## config.mk

```make
export PLATFORM = sky130hd
export DESIGN_NAME = env_gen
export DESIGN_NICKNAME = d
export VERILOG_FILES = /design/src/rtl/env_pkg.sv /design/src/rtl/env_rate_timer.sv /design/src/rtl/env_exp_divider.sv /design/src/rtl/env_level_fsm.sv /design/src/rtl/env_gen.sv
export SDC_FILE = /design/constraint.sdc
export NUM_CORES = 1
export LEC_CHECK = 0
export BUFFER_PORTS_ARGS = -buffer_cell sky130_fd_sc_hd__clkbuf_2
export CAP_MARGIN = 30
export CORE_UTILIZATION = 26
export DETAILED_ROUTE_END_ITERATION = 12
export MAX_ROUTING_LAYER = met4
export PLACE_DENSITY = 0.42
export SYNTH_ARGS = -nofsm -noshare
export SYNTH_HDL_FRONTEND = slang
export SYNTH_SLANG_ARGS = --single-unit
```

## constraint.sdc

```tcl
create_clock -name clk -period 11.3 [get_ports clk]
set_clock_uncertainty 0.1 [all_clocks]
set_input_delay 2.26 -clock clk [delete_from_list [all_inputs] [get_ports clk]]
set_output_delay 2.26 -clock clk [all_outputs]
set_load 0.01 [all_outputs]
```

## src/rtl/env_pkg.sv

```systemverilog
package env_pkg;

   typedef enum logic [1:0] {
      PH_RISE = 2'd0,
      PH_FALL = 2'd1,
      PH_FADE = 2'd2
   } env_phase_e;

   localparam int RATE_CODE_W = 4;
   localparam int PERIOD_W    = 15;
   localparam int RATIO_W     = 5;

   // Clock cycles between rate matches for each 4-bit rate code.
   function automatic logic [PERIOD_W-1:0] rate_period(input logic [RATE_CODE_W-1:0] code);
      logic [PERIOD_W-1:0] p;
      case (code)
         4'd0:    p = 15'd9;
         4'd1:    p = 15'd32;
         4'd2:    p = 15'd63;
         4'd3:    p = 15'd95;
         4'd4:    p = 15'd149;
         4'd5:    p = 15'd220;
         4'd6:    p = 15'd267;
         4'd7:    p = 15'd313;
         4'd8:    p = 15'd392;
         4'd9:    p = 15'd977;
         4'd10:   p = 15'd1954;
         4'd11:   p = 15'd3126;
         4'd12:   p = 15'd3907;
         4'd13:   p = 15'd11720;
         4'd14:   p = 15'd19532;
         default: p = 15'd31251;
      endcase
      return p;
   endfunction

   // Rate matches per fall/fade step, chosen by the level about to be left.
   function automatic logic [RATIO_W-1:0] exp_ratio(input logic [7:0] lvl);
      logic [RATIO_W-1:0] r;
      if (lvl > 8'h5D)       r = 5'd1;
      else if (lvl >= 8'h37) r = 5'd2;
      else if (lvl >= 8'h1B) r = 5'd4;
      else if (lvl >= 8'h0F) r = 5'd8;
      else if (lvl >= 8'h07) r = 5'd16;
      else                   r = 5'd30;
      return r;
   endfunction

endpackage

```

## src/rtl/env_rate_timer.sv

```systemverilog
module env_rate_timer #(
   parameter int CNT_W  = 15,
   parameter int CODE_W = 4
) (
   input  logic              clk,
   input  logic              rst_n,
   input  logic [CODE_W-1:0] code_i,
   output logic              tick_o
);
   import env_pkg::*;

   localparam logic [CNT_W-1:0] CNT_ONE = CNT_W'(1);
   localparam logic [CNT_W-1:0] CNT_MAX = {CNT_W{1'b1}};

   logic [CNT_W-1:0] cnt_q;
   logic [CNT_W-1:0] match_val;

   initial begin
      assert (CNT_W >= PERIOD_W) else $error("rate counter narrower than period table");
      assert (CODE_W == RATE_CODE_W) else $error("rate code width mismatch");
   end

   // Compare value is the period minus one, so matches are a full period apart.
   assign match_val = CNT_W'(rate_period(code_i)) - CNT_ONE;
   assign tick_o    = (cnt_q == match_val);

   always_ff @(posedge clk) begin
      if (!rst_n)      cnt_q <= '0;
      else if (tick_o) cnt_q <= '0;
      else             cnt_q <= cnt_q + CNT_ONE;
   end

   p_restart_r1: assert property (@(posedge clk) disable iff (!rst_n)
      tick_o |=> (cnt_q == '0));

   p_advance_r1: assert property (@(posedge clk) disable iff (!rst_n)
      (!tick_o && cnt_q != CNT_MAX) |=> (cnt_q == $past(cnt_q) + CNT_ONE));

   p_wrap_r8: assert property (@(posedge clk) disable iff (!rst_n)
      (!tick_o && cnt_q == CNT_MAX) |=> (cnt_q == '0));

endmodule

```

## src/rtl/env_exp_divider.sv

```systemverilog
module env_exp_divider #(
   parameter int LVL_W  = 8,
   parameter int DIV_W  = 5,
   parameter bit EXP_EN = 1'b1
) (
   input  logic             clk,
   input  logic             rst_n,
   input  logic             tick_i,
   input  logic             linear_i,
   input  logic [LVL_W-1:0] level_i,
   output logic             step_o
);
   import env_pkg::*;

   initial begin
      assert (LVL_W == 8) else $error("divider bands assume an 8-bit level");
      assert (DIV_W >= RATIO_W) else $error("divider count too narrow");
   end

   generate
      if (EXP_EN) begin : g_exp
         logic [DIV_W-1:0] ecnt_q;
         logic [DIV_W-1:0] last_val;
         logic             wrap;

         assign last_val = DIV_W'(exp_ratio(level_i)) - DIV_W'(1);
         assign wrap     = linear_i || (ecnt_q >= last_val);
         assign step_o   = tick_i && wrap;

         always_ff @(posedge clk) begin
            if (!rst_n)      ecnt_q <= '0;
            else if (tick_i) ecnt_q <= wrap ? '0 : ecnt_q + DIV_W'(1);
         end

         p_div_bound_r7: assert property (@(posedge clk) disable iff (!rst_n)
            ecnt_q < DIV_W'(30));

         p_div_idle_r7: assert property (@(posedge clk) disable iff (!rst_n)
            !tick_i |=> $stable(ecnt_q));
      end else begin : g_lin
         logic unused_ok;
         assign unused_ok = linear_i ^ (^level_i) ^ clk ^ rst_n;
         assign step_o    = tick_i;
      end
   endgenerate

endmodule

```

## src/rtl/env_level_fsm.sv

```systemverilog
module env_level_fsm #(
   parameter int LVL_W  = 8,
   parameter int CODE_W = 4
) (
   input  logic                  clk,
   input  logic                  rst_n,
   input  logic                  gate_set_i,
   input  logic                  gate_clr_i,
   input  logic                  step_i,
   input  logic [CODE_W-1:0]     hold_i,
   output env_pkg::env_phase_e   phase_o,
   output logic [LVL_W-1:0]      level_o
);
   import env_pkg::*;

   localparam logic [LVL_W-1:0] LVL_MAX = {LVL_W{1'b1}};
   localparam logic [LVL_W-1:0] LVL_ONE = LVL_W'(1);
   localparam int               REP     = LVL_W / CODE_W;

   env_phase_e       phase_q;
   logic [LVL_W-1:0] level_q;
   logic [LVL_W-1:0] hold_byte;

   initial assert (LVL_W == REP * CODE_W) else $error("level width must be a multiple of the nibble");

   assign hold_byte = {REP{hold_i}};

   always_ff @(posedge clk) begin
      if (!rst_n) begin
         phase_q <= PH_FADE;
         level_q <= '0;
      end else if (gate_set_i) begin
         phase_q <= PH_RISE;
      end else if (gate_clr_i) begin
         phase_q <= PH_FADE;
      end else if (step_i) begin
         case (phase_q)
            PH_RISE: begin
               if (level_q == LVL_MAX) begin
                  phase_q <= PH_FALL;
               end else begin
                  level_q <= level_q + LVL_ONE;
                  if (level_q == LVL_MAX - LVL_ONE) phase_q <= PH_FALL;
               end
            end
            PH_FALL: if (level_q > hold_byte) level_q <= level_q - LVL_ONE;
            default: if (level_q != '0)       level_q <= level_q - LVL_ONE;
         endcase
      end
   end

   assign phase_o = phase_q;
   assign level_o = level_q;

   p_gate_rise_r3: assert property (@(posedge clk) disable iff (!rst_n)
      gate_set_i |=> (phase_q == PH_RISE));

   p_rise_step_r3: assert property (@(posedge clk) disable iff (!rst_n)
      (phase_q == PH_RISE && step_i && !gate_set_i && !gate_clr_i && level_q != LVL_MAX)
      |=> (level_q == $past(level_q) + LVL_ONE));

   p_top_to_fall_r4: assert property (@(posedge clk) disable iff (!rst_n)
      (phase_q == PH_RISE && step_i && !gate_set_i && !gate_clr_i && level_q == LVL_MAX - LVL_ONE)
      |=> (phase_q == PH_FALL && level_q == LVL_MAX));

   p_hold_r5: assert property (@(posedge clk) disable iff (!rst_n)
      (phase_q == PH_FALL && level_q == hold_byte && !gate_set_i && !gate_clr_i)
      |=> $stable(level_q));

   p_floor_r6: assert property (@(posedge clk) disable iff (!rst_n)
      (phase_q == PH_FADE && level_q == '0 && !gate_set_i) |=> (level_q == '0));

   p_clear_fade_r6: assert property (@(posedge clk) disable iff (!rst_n)
      (gate_clr_i && !gate_set_i) |=> (phase_q == PH_FADE));

endmodule

```

## src/rtl/env_gen.sv

```systemverilog
module env_gen #(
   parameter int LVL_W  = 8,
   parameter int CODE_W = 4,
   parameter int CNT_W  = 15,
   parameter int DIV_W  = 5,
   parameter bit EXP_EN = 1'b1
) (
   input  logic              clk,
   input  logic              rst_n,
   input  logic              wr_en,
   input  logic              wr_gate,
   input  logic [CODE_W-1:0] wr_rise,
   input  logic [CODE_W-1:0] wr_fall,
   input  logic [CODE_W-1:0] wr_hold,
   input  logic [CODE_W-1:0] wr_fade,
   output logic [LVL_W-1:0]  env_o
);
   import env_pkg::*;

   logic              gate_q;
   logic [CODE_W-1:0] rise_q, fall_q, hold_q, fade_q;
   logic              gate_set, gate_clr;
   logic [CODE_W-1:0] code_sel;
   logic              tick, step;
   env_phase_e        phase;
   logic [LVL_W-1:0]  level;

   always_ff @(posedge clk) begin
      if (!rst_n) begin
         gate_q <= 1'b0;
         rise_q <= '0;
         fall_q <= '0;
         hold_q <= '0;
         fade_q <= '0;
      end else if (wr_en) begin
         gate_q <= wr_gate;
         rise_q <= wr_rise;
         fall_q <= wr_fall;
         hold_q <= wr_hold;
         fade_q <= wr_fade;
      end
   end

   assign gate_set = wr_en &&  wr_gate && !gate_q;
   assign gate_clr = wr_en && !wr_gate &&  gate_q;

   always_comb begin
      case (phase)
         PH_RISE: code_sel = rise_q;
         PH_FALL: code_sel = fall_q;
         default: code_sel = fade_q;
      endcase
   end

   env_rate_timer #(.CNT_W(CNT_W), .CODE_W(CODE_W)) timer_i (
      .clk    (clk),
      .rst_n  (rst_n),
      .code_i (code_sel),
      .tick_o (tick)
   );

   env_exp_divider #(.LVL_W(LVL_W), .DIV_W(DIV_W), .EXP_EN(EXP_EN)) div_i (
      .clk      (clk),
      .rst_n    (rst_n),
      .tick_i   (tick),
      .linear_i (phase == PH_RISE),
      .level_i  (level),
      .step_o   (step)
   );

   env_level_fsm #(.LVL_W(LVL_W), .CODE_W(CODE_W)) fsm_i (
      .clk        (clk),
      .rst_n      (rst_n),
      .gate_set_i (gate_set),
      .gate_clr_i (gate_clr),
      .step_i     (step),
      .hold_i     (hold_q),
      .phase_o    (phase),
      .level_o    (level)
   );

   assign env_o = level;

   p_reset_quiet_r10: assert property (@(posedge clk) disable iff (!rst_n)
      (!gate_q && !wr_en && level == '0) |=> (level == '0));

endmodule

```

**Word-level counts from Yosys, hierarchy flattened**

Memories as Yosys holds them, arrays and structs flattened.
Cells that the tools add are included.

- Add/subtract/negate cells: 6
- Magnitude comparators: 7
- Eq/ne operators: 6
- Multiplexer cells: 17
- Bitwise gates (word level): 3
- Reduce and logical (&&, ||, !) cells: 20

Operators with widths:

| cell | number |
|---|---|
| $mux 5 | 5 |
| $mux 8 | 3 |
| $eq 8x8->1 const B | 2 |
| $pmux 8 s2 | 1 |
| $add 15x1->15 const B | 1 |
| $eq 15x15->1 | 1 |
| $sub 15x1->15 const B | 1 |
| $mux 2 | 6 |
| $reduce_bool 3->1 | 3 |
| $add 8x1->8 const B | 1 |
| $ge 8x3->1 const B | 1 |
| $ge 8x4->1 const B | 1 |
| $ge 8x5->1 const B | 1 |
| $ge 8x6->1 const B | 1 |
| $gt 8x7->1 const B | 1 |
| $gt 8x8->1 | 1 |
| $pmux 4 s2 | 1 |
| $reduce_bool 8->1 | 1 |
| $sub 8x1->8 const B | 1 |
| $reduce_and 3->1 | 2 |
| $reduce_and 6->1 | 1 |
| $add 5x1->5 const B | 1 |
| $ge 5x5->1 | 1 |
| $logic_and 1x1->1 | 5 |
| 13 further kinds | 16 |

- Bits in registers: 47
- Memory bits (read-only): 240
- Input bits: 20
- Output and inout port bits: 8
- Logic and storage cells: 70
- Memories kept: 1

Memories:

| memory | depth | width | read ports | clocked after Yosys merged registers in | wr ports | RTL line | RTL |
|---|---|---|---|---|---|---|---|
| (no name shown) | 16 | 15 | 1 | 0 | 0 | env_pkg.sv:16 | `case (code)` |

**Depth between registers and ports, before layout**

- Word-level depth: 13
- Mapped depth: 19
- Mapped depth without buffers: 17

**By module**

A second synthesis with hierarchy kept.

- Cells, all modules: 429
- Area, all modules: 3687.3 um2

By module, submodules not included:

| module | instances | cells an instance | area each (um2) | seq. area each (um2) |
|---|---|---|---|---|
| env_rate_timer | 1 | 205 | 1629.1 | 300.3 |
| env_level_fsm | 1 | 101 | 893.4 | 200.2 |
| env_gen | 1 | 72 | 757.0 | 340.3 |
| env_exp_divider | 1 | 51 | 407.9 | 100.1 |

**Least setup slack after synthesis**

Ideal clock, no wire load.

- Path type: reg2reg
- Start point: reg fsm_i.phase_q[0] (netlist: fsm_i.phase_o[0])
- End point: reg div_i.g_exp.ecnt_q[3]
- Data arrival time: 4841 ps
- Required time: 11129 ps
- Slack: 6288 ps
- Cell stages (with the launch flop): 18
- Path buffers: 1
- Path through: dfxtp_1 -> mux2_4 -> mux2_4 -> inv_1 -> ha_1 -> mux4_2 -> nor2_1 -> a221oi_1 -> nor2_1 -> ha_1 -> a21bo_1 -> or3_1 -> mux2i_1 -> or4_1 -> or4_1 -> buf_2 -> or4_1 -> a21oi_1

- Word-level cells in the longest chain between the ends: 5
- Elaborated cells between the ends (all ways): 8

Ends and longest elaborated chain:

| item | RTL line | RTL |
|---|---|---|
| start, declared | env_level_fsm.sv:20 | `env_phase_e phase_q;` |
| start signal, assigned | env_level_fsm.sv:30 | `phase_q <= PH_FADE;` |
| start signal, assigned | env_level_fsm.sv:33 | `phase_q <= PH_RISE;` |
| start signal, assigned | env_level_fsm.sv:35 | `phase_q <= PH_FADE;` |
| $eq 2x1->1 or $logic_not 2->1 (tied branches) | env_gen.sv:48, env_gen.sv:66 |  |
| $pmux 4 s2 | env_gen.sv:48 | `case (phase)` |
| $mem_v2 16x15 | n/a |  |
| $sub 15x1->15 | env_rate_timer.sv:24 | `assign match_val = CNT_W'(rate_period(code_i)) - CNT_ONE;` |
| $eq 15x15->1 | env_rate_timer.sv:25 | `assign tick_o = (cnt_q == match_val);` |
| end signal, assigned | env_exp_divider.sv:32 | `else if (tick_i) ecnt_q <= wrap ? '0 : ecnt_q + DIV_W'(1);` |
| end, declared | env_exp_divider.sv:22 | `logic [DIV_W-1:0] ecnt_q;` |

Several ways; a longest one is shown, not always the timed one.
A chain may end at the register's enable or synchronous reset.

**Final worst setup path**

Ends and elaborated chain as after synthesis.

==> results.toml <==
[floorplanning]
rows = 45
core_region_area_um2 = 15300
io_pins = 28
initial_core_util_pct = 26.8
die_x_um = 127
fp.dieArea_um2 = 16200
die_y_um = 127

[critical_path]
crit_start = "fsm_i.phase_o[0]"
worstPathMaxFanout = 13
cp-end-kind = "flop"
reg2reg_from = "fsm_i.phase_o[0]"
start_kind = "flop"
setup.worst_path.class = "reg -> reg"
arrival_ps = 5980
crit_required_ps = 11420

[sta]
finalHoldViolations = 0
worst_pin_slew_ps = 843
fmax_ghz = 0.171
rsz0062_at_grt = "no"
tns_ps = 0
worst_slack_ps = 5450
setup_violations = 0
final-max-slew-violation-count = 0
fin_hold_ws_ps = 397
min_period_over_period_pct = 51.8
fin_crit_ps = 5850
relSlewSlack_pct = 43.5

[synth]
synth-seq-cells = 47
netlist_top_cells_area = "dfxtp_1, ha_1, mux2i_1"
syn_nets = 559
yosysUniqueCellTypes = 65
synthCells = 506
synth_enable_flop_cells = 0
seq_area_frac_synth_pct = 23.0
synth_largest_area_cell = "dfxtp_1"
synth_top_area_share_pct = 23.0
synthFlopType = "dfxtp_1"
async_reset_ff_share_pct = 0
syn_avg_cell_area_um2 = 8.08
syn_area_um2 = 4090
synth_warnings = 0

[hold_path]
hp-class = "reg -> reg"
min_from = "hold_q[1]"

[placement]
dp_slack_ps = 5480
dp_hpwl_um = 8770
dp.cells = 726
portBuffers = 27
gp_congestion = 0.826

[route]
drt_iter0_drc = 199
vias = 3767
wl_um = 11600
viasPerCell = 5.13
wire_per_inst_um = 15.8
dr.pass1.iters = 4
ant_nets = 0
drc = 0

[final_layout]
fin_nets = 575
syn2layout_area_growth_pct = 13.0
diodes = 0
stdcell_count = 734
layout-drive-gt1-share_pct = 12.6
fillers = 1675

[power_and_ir_drop]
power_density_nw_per_um2 = 112
power_w = 0.000516
p_leak_nw = 1.89
vdd.ir_drop.worst_mv = 0.0487

[clocking]
clock_latency_ps = 300
h-tree-depth = 2
ctsResizeCount = 0
cts_tree = "yes"
cts_setup_buffers = 0
cts_buffer_depth = 2
ctsHoldBuffers = 0
cts_sinks = 47
cts-root-buf = "clkbuf_16"
cts_buffers = 5
path_clk_slew_ps = 70

[global_routing]
antenna_found_initial = 0
grt_pass1_vias = 3744
globalRoute.totalOverflow = 0
grt_pass1_wl_um = 19400
grt_max_degree = 29
grtUsageTotal_pct = 15.5

[run]
cap_violations = 0

[status]
status = "completed"
[final timing paths]
| path | end | slack (ps) | cells past startpoint |
|---|---|---|---|
| worst max register to register | div_i.g_exp.ecnt_q[3] | 5450 | 16 |
| worst min-delay path | hold_q[1] | 400 | 2 |
| worst max-delay path | div_i.g_exp.ecnt_q[3] | 5450 | 16 |
| worst min register to register | hold_q[1] | 400 | 2 |
[metrics by stage]
step,instance area [µm²],utilization [%]
2_1_floorplan,4090,-
3_5_place_dp,4450,29.2
6_report,4620,30.3
4_1_cts,4620,30.3
3_3_place_gp,4420,29.0
5_1_grt,4620,30.3
[flip-flops by register name (all words and copies together), names as in the netlist]
| signal | flops |
|---|---|
| timer_i.cnt_q | 15 |
| fsm_i.level_o | 8 |
| div_i.g_exp.ecnt_q | 5 |
| fade_q | 4 |
| fall_q | 4 |
| hold_q | 4 |
| rise_q | 4 |
| fsm_i.phase_o | 2 |
| gate_q | 1 |
[power by group]
group | internal, W | total, W | leakage, nW | switching [W]
Sequential | 0.000171 | 0.000178 | 0.383 | 0.00000736
Clock | 0.000110 | 0.000177 | 0.0868 | 0.0000664
Combinational | 0.0000648 | 0.000162 | 1.42 | 0.0000968
Total | 0.000346 | 0.000516 | 1.89 | 0.000171
[critical path: stages (launching register included)]
cell	delay, ps
dfxtp_1	720
mux2_4	360
mux2_4	330
inv_1	240
ha_1	340
mux4_2	330
nor2_1	100
a221oi_1	50
nor2_1	210
ha_1	270
a21bo_1	310
or3_1	350
mux2i_1	120
or4_1	570
or4_1	690
or4_1	510
a21oi_1	160
[cell usage in the layout, fill, tap and decap left out, types with 4 or more instances in the layout]
cell type  Yosys  layout
nor4_1         8       7
nand4_1        6       6
o21a_1         6       6
nand2_1       38      38
or4_1          5       5
a31oi_1        9       9
a21o_1         4       4
a21oi_1       30      30
ha_1          32      32
and2_1         5       5
inv_1         23      23
xor2_1         8       8
a211oi_1       6       6
nor2_1        33      33
buf_4          1       4
mux2i_1       33      33
and3_1         8       8
a211o_1        5       5
xnor2_1       21      21
clkbuf_2       0      27
nand2b_1      11      11
nand3_1       26      26
o211a_1        4       4
nor3_1        24      24
or3_1          6       6
o2111ai_1      4       4
o21ai_0       16      16
dfxtp_1       47      47
nor2b_1        8       8
o211ai_1      13      13
clkbuf_16      0       5
[area by class of cell]
type | count | area, µm² | area share, %
clock buffer | 6 | 139 | 3.00
clock inverter | 2 | 35.0 | 0.758
inverter | 26 | 97.6 | 2.11
multi-input combinational | 410 | 2950 | 63.9
sequential | 47 | 941 | 20.4
tap | 211 | 264 | 5.71
timing repair buffer | 32 | 193 | 4.17
[metal layers]
metal  up-vias  GRT usage [%]  routed length [µm]
met5         -              -                   0
met4         0           4.55                 167
met3        10           2.60                 340
li1       1895              -                   -
met2        58           26.6                5580
met1      1804           18.7                5490
[cell usage after synthesis, types with 6 or more instances]
library cell	n
mux2i_1	33
ha_1	32
nor2b_1	8
and3_1	8
o21ai_0	16
xnor2_1	21
a21oi_1	30
a211oi_1	6
a31oi_1	9
nand2b_1	11
nor4_1	8
inv_1	23
or3_1	6
buf_2	6
o21a_1	6
nor2_1	33
clkbuf_1	13
dfxtp_1	47
nor3_1	24
nand3_1	26
o211ai_1	13
nand2_1	38
nand4_1	6
xor2_1	8
[cell families after synthesis]
logic type / after synthesis / synth area share [%]
AOI/OAI and AO/OA: 119 / 20.8
muxes: 40 / 10.5
adders and majority gates: 33 / 10.3
xor gates and xnor gates: 30 / 6.76
and+or+nand+nor: 188 / 23.7
buffers and inverters: 49 / 4.96
DFF: 47 / 23.0
No activity file was read; power rests on OpenSTA's default activity.
